### src/rtl/adc_ctrl_pkg.sv
package adc_ctrl_pkg;
  localparam int ADDR_W = 2;
  localparam int CH_W   = 5;
  localparam logic [ADDR_W-1:0] A_CTRL = 2'd0;
  localparam logic [ADDR_W-1:0] A_DATA = 2'd1;
  localparam logic [ADDR_W-1:0] A_CLK  = 2'd2;
  localparam logic [CH_W-1:0]   CH_OFF = '1;

  typedef struct packed {
    logic            ien;
    logic            cont;
    logic [CH_W-1:0] chan;
  } ctrl_t;
endpackage

### src/rtl/adc_ctrl_seq.sv
module adc_ctrl_seq
  import adc_ctrl_pkg::*;
(
  input  logic            clk,
  input  logic            rst,
  input  logic            ctl_wr,
  input  logic [CH_W-1:0] new_chan,
  input  logic [CH_W-1:0] cur_chan,
  input  logic            cur_cont,
  input  logic            stop_req,
  input  logic            done_in,
  output logic            start_o,
  output logic            busy_o,
  output logic            accept_o
);
  logic stop_q;
  logic pend_q;
  logic settle_q;
  logic resume;

  assign resume   = (cur_chan != CH_OFF) && (cur_cont || pend_q);
  assign accept_o = done_in && busy_o && !settle_q && !stop_req && !ctl_wr;

  always_ff @(posedge clk) begin
    if (rst) begin
      stop_q   <= 1'b0;
      pend_q   <= 1'b0;
      settle_q <= 1'b0;
      busy_o   <= 1'b0;
      start_o  <= 1'b0;
    end else begin
      stop_q  <= stop_req;
      start_o <= 1'b0;
      if (stop_req) begin
        if (!stop_q) pend_q <= busy_o;
        busy_o   <= 1'b0;
        settle_q <= 1'b0;
      end else if (ctl_wr) begin
        busy_o  <= (new_chan != CH_OFF);
        start_o <= (new_chan != CH_OFF);
      end else if (stop_q) begin
        pend_q <= 1'b0;
        if (resume) begin
          busy_o   <= 1'b1;
          start_o  <= 1'b1;
          settle_q <= 1'b1;
        end
      end else if (done_in && busy_o) begin
        if (settle_q) begin
          settle_q <= 1'b0;
          start_o  <= 1'b1;
        end else if (cur_cont) begin
          start_o <= 1'b1;
        end else begin
          busy_o <= 1'b0;
        end
      end
    end
  end
endmodule

### src/rtl/adc_ctrl_regs.sv
module adc_ctrl_regs
  import adc_ctrl_pkg::*;
#(
  parameter int DW = 8
) (
  input  logic              clk,
  input  logic              rst,
  input  logic [ADDR_W-1:0] addr,
  input  logic              wr,
  input  logic              rd,
  input  logic [DW-1:0]     wdata,
  output logic [DW-1:0]     rdata,
  input  logic              accept,
  input  logic [DW-1:0]     result,
  output logic              ctl_wr,
  output ctrl_t             ctrl_q,
  output logic [DW-1:0]     clk_q,
  output logic              coco_q,
  output logic              irq_q
);
  localparam int CW = CH_W + 2;

  logic [DW-1:0] data_q;
  logic          unused_wbit;

  assign ctl_wr      = wr && (addr == A_CTRL);
  assign unused_wbit = wdata[DW-1];

  always_ff @(posedge clk) begin
    if (rst) begin
      ctrl_q <= '{ien: 1'b0, cont: 1'b0, chan: CH_OFF};
      data_q <= '0;
      clk_q  <= '0;
      coco_q <= 1'b0;
      irq_q  <= 1'b0;
      rdata  <= '0;
    end else begin
      if (ctl_wr) begin
        ctrl_q <= ctrl_t'(wdata[CW-1:0]);
        coco_q <= 1'b0;
        irq_q  <= 1'b0;
      end else if (accept) begin
        data_q <= result;
        if (ctrl_q.ien) irq_q  <= 1'b1;
        else            coco_q <= 1'b1;
      end else if (rd && addr == A_DATA) begin
        coco_q <= 1'b0;
        irq_q  <= 1'b0;
      end
      if (wr && addr == A_CLK) clk_q <= wdata;
      if (rd) begin
        case (addr)
          A_CTRL:  rdata <= {coco_q & ~ctrl_q.ien, ctrl_q};
          A_DATA:  rdata <= data_q;
          A_CLK:   rdata <= clk_q;
          default: rdata <= '0;
        endcase
      end
    end
  end
endmodule

### src/rtl/adc_pin_sel.sv
module adc_pin_sel
  import adc_ctrl_pkg::*;
#(
  parameter int NPIN = 4
) (
  input  logic [CH_W-1:0] chan,
  input  logic            active,
  output logic [NPIN-1:0] sel
);
  for (genvar i = 0; i < NPIN; i++) begin : g_pin
    assign sel[i] = active && (chan == CH_W'(i));
  end
endmodule

### src/rtl/adc_ctrl.sv
module adc_ctrl
  import adc_ctrl_pkg::*;
#(
  parameter int DW   = 8,
  parameter int NPIN = 4
) (
  input  logic              clk,
  input  logic              rst,
  input  logic [ADDR_W-1:0] bus_addr,
  input  logic              bus_wr,
  input  logic              bus_rd,
  input  logic [DW-1:0]     bus_wdata,
  output logic [DW-1:0]     bus_rdata,
  input  logic              stop_mode,
  output logic              conv_start,
  output logic [CH_W-1:0]   conv_chan,
  input  logic              conv_done,
  input  logic [DW-1:0]     conv_result,
  output logic [DW-1:0]     clk_cfg,
  output logic [NPIN-1:0]   pin_sel,
  output logic              irq
);
  ctrl_t ctrl_w;
  logic  ctl_wr_w;
  logic  busy_w;
  logic  accept_w;
  logic  coco_w;
  logic  ien_w;

  assign ien_w     = ctrl_w.ien;
  assign conv_chan = ctrl_w.chan;

  adc_ctrl_regs #(.DW(DW)) u_regs (
    .clk(clk), .rst(rst), .addr(bus_addr), .wr(bus_wr), .rd(bus_rd),
    .wdata(bus_wdata), .rdata(bus_rdata), .accept(accept_w),
    .result(conv_result), .ctl_wr(ctl_wr_w), .ctrl_q(ctrl_w),
    .clk_q(clk_cfg), .coco_q(coco_w), .irq_q(irq)
  );

  adc_ctrl_seq u_seq (
    .clk(clk), .rst(rst), .ctl_wr(ctl_wr_w),
    .new_chan(bus_wdata[CH_W-1:0]), .cur_chan(ctrl_w.chan),
    .cur_cont(ctrl_w.cont), .stop_req(stop_mode), .done_in(conv_done),
    .start_o(conv_start), .busy_o(busy_w), .accept_o(accept_w)
  );

  adc_pin_sel #(.NPIN(NPIN)) u_pins (
    .chan(ctrl_w.chan), .active(busy_w), .sel(pin_sel)
  );
endmodule

### config.mk
export PLATFORM = sky130hd
export DESIGN_NAME = adc_ctrl
export DESIGN_NICKNAME = d
export VERILOG_FILES = /design/src/rtl/adc_ctrl_pkg.sv /design/src/rtl/adc_ctrl_seq.sv /design/src/rtl/adc_ctrl_regs.sv /design/src/rtl/adc_pin_sel.sv /design/src/rtl/adc_ctrl.sv
export SDC_FILE = /design/constraint.sdc
export NUM_CORES = 1
export LEC_CHECK = 0
export ABC_AREA = 0
export BUFFER_PORTS_ARGS = -buffer_cell sky130_fd_sc_hd__buf_2
export CAP_MARGIN = 25
export CELL_PAD_IN_SITES_DETAIL_PLACEMENT = 0
export CELL_PAD_IN_SITES_GLOBAL_PLACEMENT = 1
export CORE_MARGIN = 2
export CORE_UTILIZATION = 37
export CTS_CLUSTER_SIZE = 30
export DETAILED_ROUTE_END_ITERATION = 7
export GPL_TIMING_DRIVEN = 0
export PLACE_DENSITY = 0.84
export SLEW_MARGIN = 40
export SYNTH_ARGS = -nofsm -noshare
export SYNTH_HDL_FRONTEND = slang
export SYNTH_SLANG_ARGS = --single-unit
### constraint.sdc
create_clock -name clk -period 1.76 [get_ports clk]
set_input_delay 0.176 -clock clk [delete_from_list [all_inputs] [get_ports clk]]
set_output_delay 0.176 -clock clk [all_outputs]
set_load 0.02 [all_outputs]
==> impl_metrics.py, run 1 <==
metrics = {
    "status": {
        "status": "completed",
    },
    "hold_path": {
        "min_delay_path_class": "primary input to register",
        "min_delay_path_depth": 3,
        "hold-path-endpoint": "u_regs.data_q[6]",
        "hold_path_startpoint": "conv_result[6]",
    },
    "global_routing": {
        "maximum_number_of_pins_on_one_net_before_global_route_repair": 13,
        "gr-usage-all-layers_pct": 16.54,
        "grt_antenna_before_repair": 0,
        "via_count_of_the_first_global_routing_pass": 1396,
        "grt.overflow.total": 0,
        "grt_first_pass_wirelength_mm": 6.499,
    },
    "place": {
        "post_dp_cell_area_sq_mm": 0.002007,
        "gp_routability_congestion": 0.7307,
        "post-dp-hpwl_mm": 2.958,
        "place.port_buffers": 48,
        "cell_count_post_placement": 281,
    },
    "critical_path": {
        "cp-end-kind": "primary output",
        "crit_chain": "nor4b_2, nor3b_1, buf_2",
        "crit_type": "register to primary output",
        "path_max_fanout": 5,
        "timing.rr.end": "u_regs.irq_q",
        "reg2reg_from": "u_seq.busy_o",
        "start_kind": "register",
        "delay_of_the_slowest_cell_on_the_worst_path_ns": 0.38,
        "critical_path_arrival_ns": 1.43,
        "timing.reg2reg.setup_slack_ns": 0.33,
        "depth_of_the_worst_register_to_register_path": 5,
        "crit_required_ns": 1.58,
        "crit_slowest_cell": "sky130_fd_sc_hd__nor4b_2",
    },
    "timing": {
        "achievable-frequency_mhz": 621.2,
        "finalHoldViolCount": 0,
        "drv_slew": 0,
        "grt_setup_unrepaired": "no",
        "setup_tns_ns": 0,
        "period_needed_ns": 1.610,
        "skew_ns": 0.008767,
        "hold_ws_ns": 0.1038,
        "tightestPinTransition_ns": 0.5381,
        "number_of_setup_violations_in_the_final_report": 0,
        "final.period_utilization_pct": 91.47,
        "slew-limit-headroom_pct": 64.13,
    },
    "synth": {
        "synth_common_cells": "sky130_fd_sc_hd__dfxtp_1, sky130_fd_sc_hd__nor2_1, sky130_fd_sc_hd__mux2i_1, sky130_fd_sc_hd__a211oi_1, sky130_fd_sc_hd__a21oi_1",
        "synth_nets": 205,
        "ys_async_sr_fraction_pct": 0,
        "post_synth_instance_area_sq_mm": 0.001702,
        "ys.warnings.count": 0,
        "syn_inst": 181,
        "synth-main-ff-cell": "sky130_fd_sc_hd__dfxtp_1",
        "post_synth_main_area_contributors": "sky130_fd_sc_hd__dfxtp_1, sky130_fd_sc_hd__mux2i_1, sky130_fd_sc_hd__nor2_1",
        "count_of_flip_flops_with_a_built_in_enable_after_synthesis": 0,
        "yosys.area.top_type_share_pct": 44.71,
        "synthDistinctLibCells": 35,
        "biggest_area_consumer_among_synthesized_cells": "sky130_fd_sc_hd__dfxtp_1",
        "yosys_register_bits": 38,
        "ys_seq_area_share_pct": 44.71,
        "postSynthAreaPerCell_sq_um": 9.401,
    },
    "drt": {
        "detailedRoute.firstPassIterationCount": 4,
        "wire_length_reported_by_the_detailed_router_mm": 3.990,
        "ant_nets": 0,
        "via_per_inst": 5.028,
        "post-route-drc-count": 0,
        "first_iter_violations": 80,
        "post_drt_wl_per_cell_um": 13.81,
        "routed_vias": 1453,
    },
    "power_and_ir_drop": {
        "leakage_component_of_the_power_nw": 1.036,
        "power_per_cell_area_mw_per_mm2": 961.1,
        "vdd.ir_drop.worst_mv": 0.4653,
    },
    "finish": {
        "antenna_cells_inserted": 0,
        "final-instance-count-excl-fill": 289,
        "fillerInstances": 463,
        "post_route_cells_drive_above_1_share_pct": 30.80,
        "post-route-cell-area_sq_mm": 0.002156,
        "area.growth.synth_to_final_pct": 26.69,
        "nNetsFinal": 260,
    },
    "clock_tree": {
        "worst_setup_hold_path_clk_slew_ns": 0.08,
        "cts_tree": "built",
        "worst_skew_pair.late_latency_ns": 0.31,
        "htreeDepth": 2,
        "cts_hold_buffers": 0,
        "cts_made_buffers": 5,
        "clock-sinks": 38,
        "clockBufferDepth": 2,
        "root_buffer": "sky130_fd_sc_hd__clkbuf_8",
    },
    "floorplan": {
        "placement_rows": 24,
        "initial_core_util_pct": 38.81,
        "floorplan.die.width_um": 71.82,
        "design.die.area_sq_mm": 0.005157,
        "boundaryPins": 51,
        "floorplan.core_area_sq_mm": 0.004384,
        "chipHeight_um": 71.82,
    },
    "job": {
        "cap_violations": 0,
    },
}
==> what timing repair did <==
action | 4_1_cts | 5_1_grt
setup buffers | 0 | 0
endpoints found under the setup margin | 1 | 0
gates resized for setup | 1 | 0
==> layer usage <==
layer  wire length [um]  share of wire (%)  up-vias  track usage (%)
met5                  0                  0        -                0
met4                 72                1.8        0            6.918
met3                232                5.8        6            4.923
met2               1805                 45       34            25.21
met1               1880                 47      670            21.83
li1                   -                  -      743                -
==> state kept, by name (all words and copies together) (netlist names) <==
register	cells
u_regs.coco_q	1
u_regs.clk_q	8
u_regs.data_q	8
u_regs.irq_q	1
u_seq.settle_q	1
u_regs.rdata	8
u_seq.start_o	1
u_regs.ctrl_q	7
u_seq.pend_q	1
u_seq.stop_q	1
u_seq.busy_o	1
==> worst max-delay path by stage <==
stage	start	slack [ns]	to
2_1_floorplan	u_regs.ctrl_q[2]	0.27	pin_sel[0]
3_3_place_gp	bus_addr[0]	0.29	u_regs.irq_q
3_5_place_dp	bus_addr[0]	0.30	u_regs.irq_q
4_1_cts	u_regs.ctrl_q[2]	0.13	pin_sel[0]
5_1_grt	u_regs.ctrl_q[2]	0.04	pin_sel[0]
6_report	u_regs.ctrl_q[2]	0.15	pin_sel[0]
==> per-stage QoR <==
step / util (%) / power (mW) / setup WS, ns
2_1_floorplan: - / 1.073 / 0.2679
3_3_place_gp: 45.78 / 1.156 / 0.2898
3_5_place_dp: 45.78 / 1.157 / 0.2974
4_1_cts: 49.17 / 2.084 / 0.1335
5_1_grt: 49.17 / 2.160 / 0.04095
6_report: 49.17 / 2.072 / 0.1501
==> final cells by class <==
cell class | count | area (sq um) | area share, %
Multi-Input combinational cell | 125 | 843.3 | 39.12
Clock buffer | 6 | 82.58 | 3.831
Timing Repair Buffer | 48 | 240.2 | 11.14
Sequential cell | 38 | 760.7 | 35.29
Buffer | 18 | 103.9 | 4.817
Clock inverter | 2 | 60.06 | 2.786
Tap cell | 52 | 65.06 | 3.018
==> critical path, delay by kind of cell, from the launching register on <==
| kind | cells | cell delay (ns) |
|---|---|---|
| and+or+nand+nor | 2 | 0.59 |
| DFF | 1 | 0.36 |
| buffers and inverters | 1 | 0.19 |
==> placed cells by master (no fill, tap or decap), types with 2 or more instances in the layout <==
master	netlist	layout
sky130_fd_sc_hd__buf_2	5	53
sky130_fd_sc_hd__nor2_1	38	38
sky130_fd_sc_hd__dfxtp_1	38	38
sky130_fd_sc_hd__mux2i_1	26	26
sky130_fd_sc_hd__a21oi_1	8	8
sky130_fd_sc_hd__a211oi_1	8	8
sky130_fd_sc_hd__nor2b_1	7	7
sky130_fd_sc_hd__clkbuf_1	6	6
sky130_fd_sc_hd__buf_4	6	6
sky130_fd_sc_hd__clkbuf_8	0	6
sky130_fd_sc_hd__a211o_1	5	5
sky130_fd_sc_hd__nor3b_1	3	3
sky130_fd_sc_hd__nand2_1	3	3
sky130_fd_sc_hd__and3_1	3	3
sky130_fd_sc_hd__o21ai_0	2	2
sky130_fd_sc_hd__nor3_1	2	2
sky130_fd_sc_hd__bufinv_16	0	2
==> cells by family after synthesis <==
kind of cell           synth area share, %
DFF                                  44.71
AOI/OAI and AO/OA                    13.38
muxes                                15.29
and+or+nand+nor                      20.52
buffers and inverters                6.102
==> report_power, final <==
part,leakage [nW],internal [mW],switching [mW]
Sequential,0.310,0.888,0.0253
Combinational,0.655,0.0951,0.127
Clock,0.0714,0.605,0.331
Power figures use the tool's default switching activity.
==> run 2: changes to the inputs <==
--- a/config.mk
+++ b/config.mk
@@ -8,14 +8,13 @@
 export ABC_AREA = 0
 export BUFFER_PORTS_ARGS = -buffer_cell sky130_fd_sc_hd__buf_2
 export CAP_MARGIN = 25
-export CELL_PAD_IN_SITES_DETAIL_PLACEMENT = 0
-export CELL_PAD_IN_SITES_GLOBAL_PLACEMENT = 1
 export CORE_MARGIN = 2
-export CORE_UTILIZATION = 37
+export CORE_UTILIZATION = 45
 export CTS_CLUSTER_SIZE = 30
 export DETAILED_ROUTE_END_ITERATION = 7
 export GPL_TIMING_DRIVEN = 0
-export PLACE_DENSITY = 0.84
+export PLACE_DENSITY = 0.78
+export REMOVE_ABC_BUFFERS = 1
 export SLEW_MARGIN = 40
 export SYNTH_ARGS = -nofsm -noshare
 export SYNTH_HDL_FRONTEND = slang
==> run 2 against run 1 <==
Clock skew is 0.00066 ns lower. Critical path type unchanged. Cell area decreased by 7.1%. Largest cell class unchanged. Critical path depth did not move. Count of clock-buffer cells in the layout is 1 higher. Fmax decreased by 1.7%. Largest power group is now sequential cells.
==> impl_metrics.py, run 2 (synthesis results as in run 1) <==
metrics = {
    "clock_tree": {
        "clockBufferDepth": 2,
        "post-cts-setup-buffers": 0,
        "worst_skew_pair.late_latency_ns": 0.29,
        "cts_made_buffers": 5,
        "root_buffer": "sky130_fd_sc_hd__clkbuf_8",
        "worst_setup_hold_path_clk_slew_ns": 0.07,
        "htreeDepth": 2,
        "cts_tree": "built",
        "clock-sinks": 38,
        "cts_hold_buffers": 0,
    },
    "critical_path": {
        "reg2reg_from": "u_seq.busy_o",
        "start_kind": "register",
        "path_max_fanout": 5,
        "crit_path_start": "u_regs.ctrl_q[2]",
        "critical_path_arrival_ns": 1.46,
        "crit_type": "register to primary output",
        "timing.reg2reg.setup_slack_ns": 0.18,
        "crit_required_ns": 1.58,
        "cp-end-kind": "primary output",
    },
    "drt": {
        "post_drt_wl_per_cell_um": 13.45,
        "first_iter_violations": 91,
        "ant_nets": 0,
        "routed_vias": 1398,
        "post-route-drc-count": 0,
        "wire_length_reported_by_the_detailed_router_mm": 3.617,
        "detailedRoute.firstPassIterationCount": 4,
        "via_per_inst": 5.197,
    },
    "timing": {
        "skew_ns": 0.008110,
        "hold_ws_ns": 0.1180,
        "final.period_utilization_pct": 93.02,
        "final.setup.worst_slack_ns": 0.1229,
        "tightestPinTransition_ns": 0.7599,
        "achievable-frequency_mhz": 610.8,
        "number_of_setup_violations_in_the_final_report": 0,
        "finalHoldViolCount": 0,
        "setup_tns_ns": 0,
        "slew-limit-headroom_pct": 49.12,
        "period_needed_ns": 1.637,
        "drv_slew": 0,
        "grt_setup_unrepaired": "no",
    },
    "power_and_ir_drop": {
        "leakage_component_of_the_power_nw": 0.9539,
        "report.power.total_mw": 1.674,
        "power_per_cell_area_mw_per_mm2": 835.9,
        "vdd.ir_drop.worst_mv": 0.3724,
    },
    "global_routing": {
        "grt.overflow.total": 0,
        "grt-busiest-layer": "met2",
        "maximum_number_of_pins_on_one_net_before_global_route_repair": 38,
        "grt_antenna_before_repair": 0,
        "via_count_of_the_first_global_routing_pass": 1277,
        "met1_usage_pct": 23.93,
        "globalRouteMet2Util_pct": 28.32,
        "grt_first_pass_wirelength_mm": 5.934,
        "met3_usage_pct": 4.110,
        "gr-usage-all-layers_pct": 18.43,
    },
    "hold_path": {
        "min_delay_path_class": "primary input to register",
        "hold_path_startpoint": "conv_result[5]",
    },
    "place": {
        "post-dp-hpwl_mm": 2.434,
        "gp_routability_congestion": 0.7754,
        "place.port_buffers": 50,
        "post_dp_cell_area_sq_mm": 0.001908,
        "cell_count_post_placement": 261,
        "pre_cts_slack_ns": -0.3644,
    },
    "finish": {
        "top_regs": "u_regs.clk_q (8), u_regs.data_q (8), u_regs.rdata (8)",
        "antenna_cells_inserted": 0,
        "fillerInstances": 363,
        "nNetsFinal": 245,
        "final-instance-count-excl-fill": 269,
        "post_route_cells_drive_above_1_share_pct": 27.60,
        "most-common-layout-cells": "sky130_fd_sc_hd__buf_2, sky130_fd_sc_hd__nor2_1, sky130_fd_sc_hd__dfxtp_1",
        "leading_cell_type_in_the_layout_fill_and_taps_excluded": "sky130_fd_sc_hd__buf_2",
        "post-route-util_pct": 54.72,
        "area.growth.synth_to_final_pct": 17.72,
        "post-route-cell-area_sq_mm": 0.002003,
    },
    "floorplan": {
        "floorplan.core_area_sq_mm": 0.003661,
        "initial_core_util_pct": 46.48,
        "floorplan.die.width_um": 65.50,
        "design.die.area_sq_mm": 0.004290,
        "placement_rows": 22,
        "boundaryPins": 51,
        "chipHeight_um": 65.50,
    },
    "status": {
        "status": "completed",
    },
    "job": {
        "cap_violations": 0,
    },
}
-- run 2: changes by cell type in the layout (fill, tap and decap cells not counted), sizes merged --
cell,change
clkbuf,-5
bufinv,-2
nor3b,+1
buf,-10
-- run 2: worst paths after layout --
check / end / cells past startpoint
max: pin_sel[0] / 3
min: u_regs.data_q[5] / 3
max reg2reg: u_regs.irq_q / 4
min reg2reg: u_regs.coco_q / 1
-- run 2: report_power, final --
part,internal [mW],switching (mW),leakage (nW),total (mW)
combinational,0.0838,0.122,0.606,0.206
clock,0.273,0.282,0.0383,0.554
sequential,0.889,0.0257,0.310,0.915
-- run 2: critical path: stages, from the launching register on --
cell and delay [ns]:
sky130_fd_sc_hd__dfxtp_1 0.35, sky130_fd_sc_hd__nor4b_2 0.42, sky130_fd_sc_hd__nor3b_1 0.22, sky130_fd_sc_hd__buf_2 0.19
-- run 2: layout make-up --
class,count,area (sq um),area share (%)
clock buffers,7,76.32,3.810
multi-input cells,126,855.8,42.72
flip-flops and latches,38,760.7,37.98
well taps,48,60.06,2.998
repair buffers,50,250.2,12.49
-- run 2: timing repair --
| item | in CTS | in global routing |
|---|---|---|
| setup endpoints to repair | 6 | 0 |
| gates resized for setup | 1 | 0 |
| endpoints found under the hold margin | 0 | 0 |
-- run 2: per-layer routing --
| layer | up-vias | share of wire, % |
|---|---|---|
| met5 | - | 0 |
| met2 | 42 | 44 |
| li1 | 715 | - |
| met1 | 636 | 48 |
| met4 | 0 | 2.0 |
| met3 | 5 | 5.6 |
==> run 3: changes to the inputs <==
--- a/config.mk
+++ b/config.mk
@@ -5,14 +5,14 @@
 export SDC_FILE = /design/constraint.sdc
 export NUM_CORES = 1
 export LEC_CHECK = 0
-export ABC_AREA = 0
+export ABC_AREA = 1
 export BUFFER_PORTS_ARGS = -buffer_cell sky130_fd_sc_hd__buf_2
 export CAP_MARGIN = 25
+export CORE_ASPECT_RATIO = 1.1
 export CORE_MARGIN = 2
 export CORE_UTILIZATION = 45
 export CTS_CLUSTER_SIZE = 30
 export DETAILED_ROUTE_END_ITERATION = 7
-export GPL_TIMING_DRIVEN = 0
 export PLACE_DENSITY = 0.78
 export REMOVE_ABC_BUFFERS = 1
 export SLEW_MARGIN = 40
==> run 3 against run 2 <==
Worst hold slack improved by 0.021 ns. Largest power group unchanged. Via count increased by 23%. First-iteration DRC count fell by 20%. Sequential power is 0.9% lower. Synthesized cell count increased by 33%. Power up 12%. Clock skew shrank 0.0014 ns. Fmax increased by 18%. Global-route usage up 1.9 points. Register-to-register slack gained 0.27 ns. Critical path depth up 2.
==> impl_metrics.py, run 3 <==
metrics = {
    "status": {
        "status": "completed",
    },
    "power_and_ir_drop": {
        "leakage_component_of_the_power_nw": 0.9044,
        "report.power.total_mw": 1.872,
        "power_per_cell_area_mw_per_mm2": 883.3,
        "vdd.ir_drop.worst_mv": 0.5040,
    },
    "hold_path": {
        "min_delay_path_depth": 3,
        "hold_path_startpoint": "bus_wdata[0]",
        "min_delay_path_class": "primary input to register",
        "hold-path-endpoint": "u_regs.ctrl_q[0]",
    },
    "drt": {
        "wire_length_reported_by_the_detailed_router_mm": 4.303,
        "via_per_inst": 5.116,
        "detailedRoute.firstPassIterationCount": 4,
        "post-route-drc-count": 0,
        "post_drt_wl_per_cell_um": 12.77,
        "routed_vias": 1724,
        "first_iter_violations": 73,
        "ant_nets": 0,
    },
    "synth": {
        "synth_top_family_by_area": "simple AND/OR/NAND/NOR gates",
        "synth-main-ff-cell": "sky130_fd_sc_hd__dfxtp_1",
        "yosys.area.top_type_share_pct": 43.24,
        "yosys_register_bits": 38,
        "post_synth_mux_area_share_pct": 0,
        "count_of_flip_flops_with_a_built_in_enable_after_synthesis": 0,
        "ys_seq_area_share_pct": 43.24,
        "synth-adder-area-share_pct": 0,
        "synth-compound-area-share_pct": 17.35,
        "syn_inst": 240,
        "ys_async_sr_fraction_pct": 0,
        "ys.warnings.count": 0,
        "yosys.area_share.xor_xnor_pct": 0,
        "post_synth_instance_area_sq_mm": 0.001759,
        "post_synth_and_or_nand_nor_area_fraction_pct": 30.09,
        "synthDistinctLibCells": 24,
        "biggest_area_consumer_among_synthesized_cells": "sky130_fd_sc_hd__dfxtp_1",
        "synthMostInstantiatedCell": "sky130_fd_sc_hd__nand2_1",
        "synth_common_cells": "sky130_fd_sc_hd__nand2_1, sky130_fd_sc_hd__dfxtp_1, sky130_fd_sc_hd__a21oi_1, sky130_fd_sc_hd__nand3_1, sky130_fd_sc_hd__inv_1",
        "postSynthAreaPerCell_sq_um": 7.330,
        "post_synth_main_area_contributors": "sky130_fd_sc_hd__dfxtp_1, sky130_fd_sc_hd__nand2_1, sky130_fd_sc_hd__a21oi_1",
    },
    "clock_tree": {
        "post-cts-setup-buffers": 0,
        "clock-sinks": 38,
        "cts_made_buffers": 5,
        "cts_hold_buffers": 0,
        "cts_tree": "built",
        "worst_skew_pair.late_latency_ns": 0.29,
        "worst_setup_hold_path_clk_slew_ns": 0.07,
        "root_buffer": "sky130_fd_sc_hd__clkbuf_8",
        "cts_resized": 0,
        "clockBufferDepth": 2,
        "htreeDepth": 2,
    },
    "global_routing": {
        "maximum_number_of_pins_on_one_net_before_global_route_repair": 22,
        "grt_first_pass_wirelength_mm": 7.058,
        "gr-usage-all-layers_pct": 20.31,
        "grt.overflow.total": 0,
        "grt_antenna_before_repair": 0,
        "via_count_of_the_first_global_routing_pass": 1583,
    },
    "critical_path": {
        "timing.rr.end": "u_regs.data_q[4]",
        "reg2reg_from": "u_seq.busy_o",
        "crit_required_ns": 1.58,
        "crit_chain": "inv_1, nor2_1, nand2_1, nor3_1, buf_2",
        "delay_of_the_slowest_cell_on_the_worst_path_ns": 0.35,
        "crit_type": "register to primary output",
        "crit_slowest_cell": "sky130_fd_sc_hd__dfxtp_1",
        "timing.reg2reg.setup_slack_ns": 0.45,
        "critPathBufInv": 2,
        "start_kind": "register",
        "path_max_fanout": 4,
        "cp-end-kind": "primary output",
        "critical_path_arrival_ns": 1.21,
        "cpLargestDelayFamily": "flip-flops",
        "depth_of_the_worst_register_to_register_path": 5,
    },
    "place": {
        "place.port_buffers": 50,
        "gp_routability_congestion": 0.9105,
        "post_dp_cell_area_sq_mm": 0.002007,
        "post-dp-hpwl_mm": 3.217,
    },
    "timing": {
        "drv_slew": 0,
        "final.period_utilization_pct": 78.51,
        "period_needed_ns": 1.382,
        "finalHoldViolCount": 0,
        "grt_setup_unrepaired": "no",
        "setup_tns_ns": 0,
        "slew-limit-headroom_pct": 71.32,
        "achievable-frequency_mhz": 723.7,
        "number_of_setup_violations_in_the_final_report": 0,
        "tightestPinTransition_ns": 0.4297,
        "skew_ns": 0.006729,
    },
    "floorplan": {
        "initial_core_util_pct": 47.76,
        "boundaryPins": 51,
        "floorplan.core_area_sq_mm": 0.003684,
        "chipHeight_um": 69.58,
        "floorplan.die.width_um": 63.62,
        "design.die.area_sq_mm": 0.004426,
        "placement_rows": 23,
    },
    "finish": {
        "area.growth.synth_to_final_pct": 20.48,
        "leading_cell_type_in_the_layout_fill_and_taps_excluded": "sky130_fd_sc_hd__nand2_1",
        "post-route-cell-area_sq_mm": 0.002120,
        "antenna_cells_inserted": 0,
        "most-common-layout-cells": "sky130_fd_sc_hd__nand2_1, sky130_fd_sc_hd__buf_2, sky130_fd_sc_hd__dfxtp_1",
        "post_route_cells_drive_above_1_share_pct": 25.78,
        "top_regs": "u_regs.clk_q (8), u_regs.data_q (8), u_regs.rdata (8)",
        "nNetsFinal": 311,
    },
    "job": {
        "cap_violations": 0,
    },
}
## run 3: area by class of cell
class	instances	area, sq um
Tap cell	50	62.56
Clock buffer	6	82.58
Sequential cell	38	760.7
Multi-Input combinational cell	170	834.6
Inverter	19	76.32
Timing Repair Buffer	53	272.8
Clock inverter	1	30.03
Fill cell	393	1564
## run 3: metal layers
| layer | global-route usage [%] | vias to the layer above | share of wire, % |
|---|---|---|---|
| li1 | - | 873 | - |
| met1 | 26.18 | 787 | 44 |
| met2 | 32.40 | 53 | 47 |
| met3 | 5.519 | 11 | 6.2 |
| met4 | 7.488 | 0 | 2.3 |
| met5 | 0 | - | 0 |
## run 3: power breakdown
group / switching (mW) / total, mW / internal [mW]
registers: 0.0212 / 0.907 / 0.886
logic: 0.141 / 0.215 / 0.0736
clock network: 0.297 / 0.750 / 0.453
total: 0.459 / 1.87 / 1.41
## run 3: worst register-to-register path, stage by stage, from the launching register on
cell and delay, ns:
sky130_fd_sc_hd__dfxtp_1 0.35, sky130_fd_sc_hd__nand2_1 0.13, sky130_fd_sc_hd__nor3_4 0.26, sky130_fd_sc_hd__nand2_4 0.19
sky130_fd_sc_hd__o21ai_0 0.21, sky130_fd_sc_hd__a21oi_1 0.06
## run 3: cell families after synthesis
family | count (synthesis)
AND/OR/NAND/NOR | 117
AO/OA/AOI/OAI | 53
buffers and inverters | 32
flip-flops | 38
## run 3: metrics by stage
step	hold slack, ns	utilization [%]	std cells	setup slack [ns]
global route	0.1485	57.54	337	0.2717
detailed placement	0.4338	54.48	330	0.4604
global placement	0.4310	54.48	330	0.5061
CTS	0.1368	57.54	337	0.3627
finish	0.1392	57.54	337	0.3783
floorplan	0.2384	-	227	0.5063
## run 3: how the worst max path moves through the flow
stage,start,end,cells after the start
2_1_floorplan,u_regs.ctrl_q[1],pin_sel[2],2
3_3_place_gp,bus_addr[0],u_regs.irq_q,7
3_5_place_dp,bus_addr[0],u_regs.coco_q,7
4_1_cts,u_seq.busy_o,pin_sel[0],5
5_1_grt,u_seq.busy_o,pin_sel[2],5
6_report,u_seq.busy_o,pin_sel[0],5
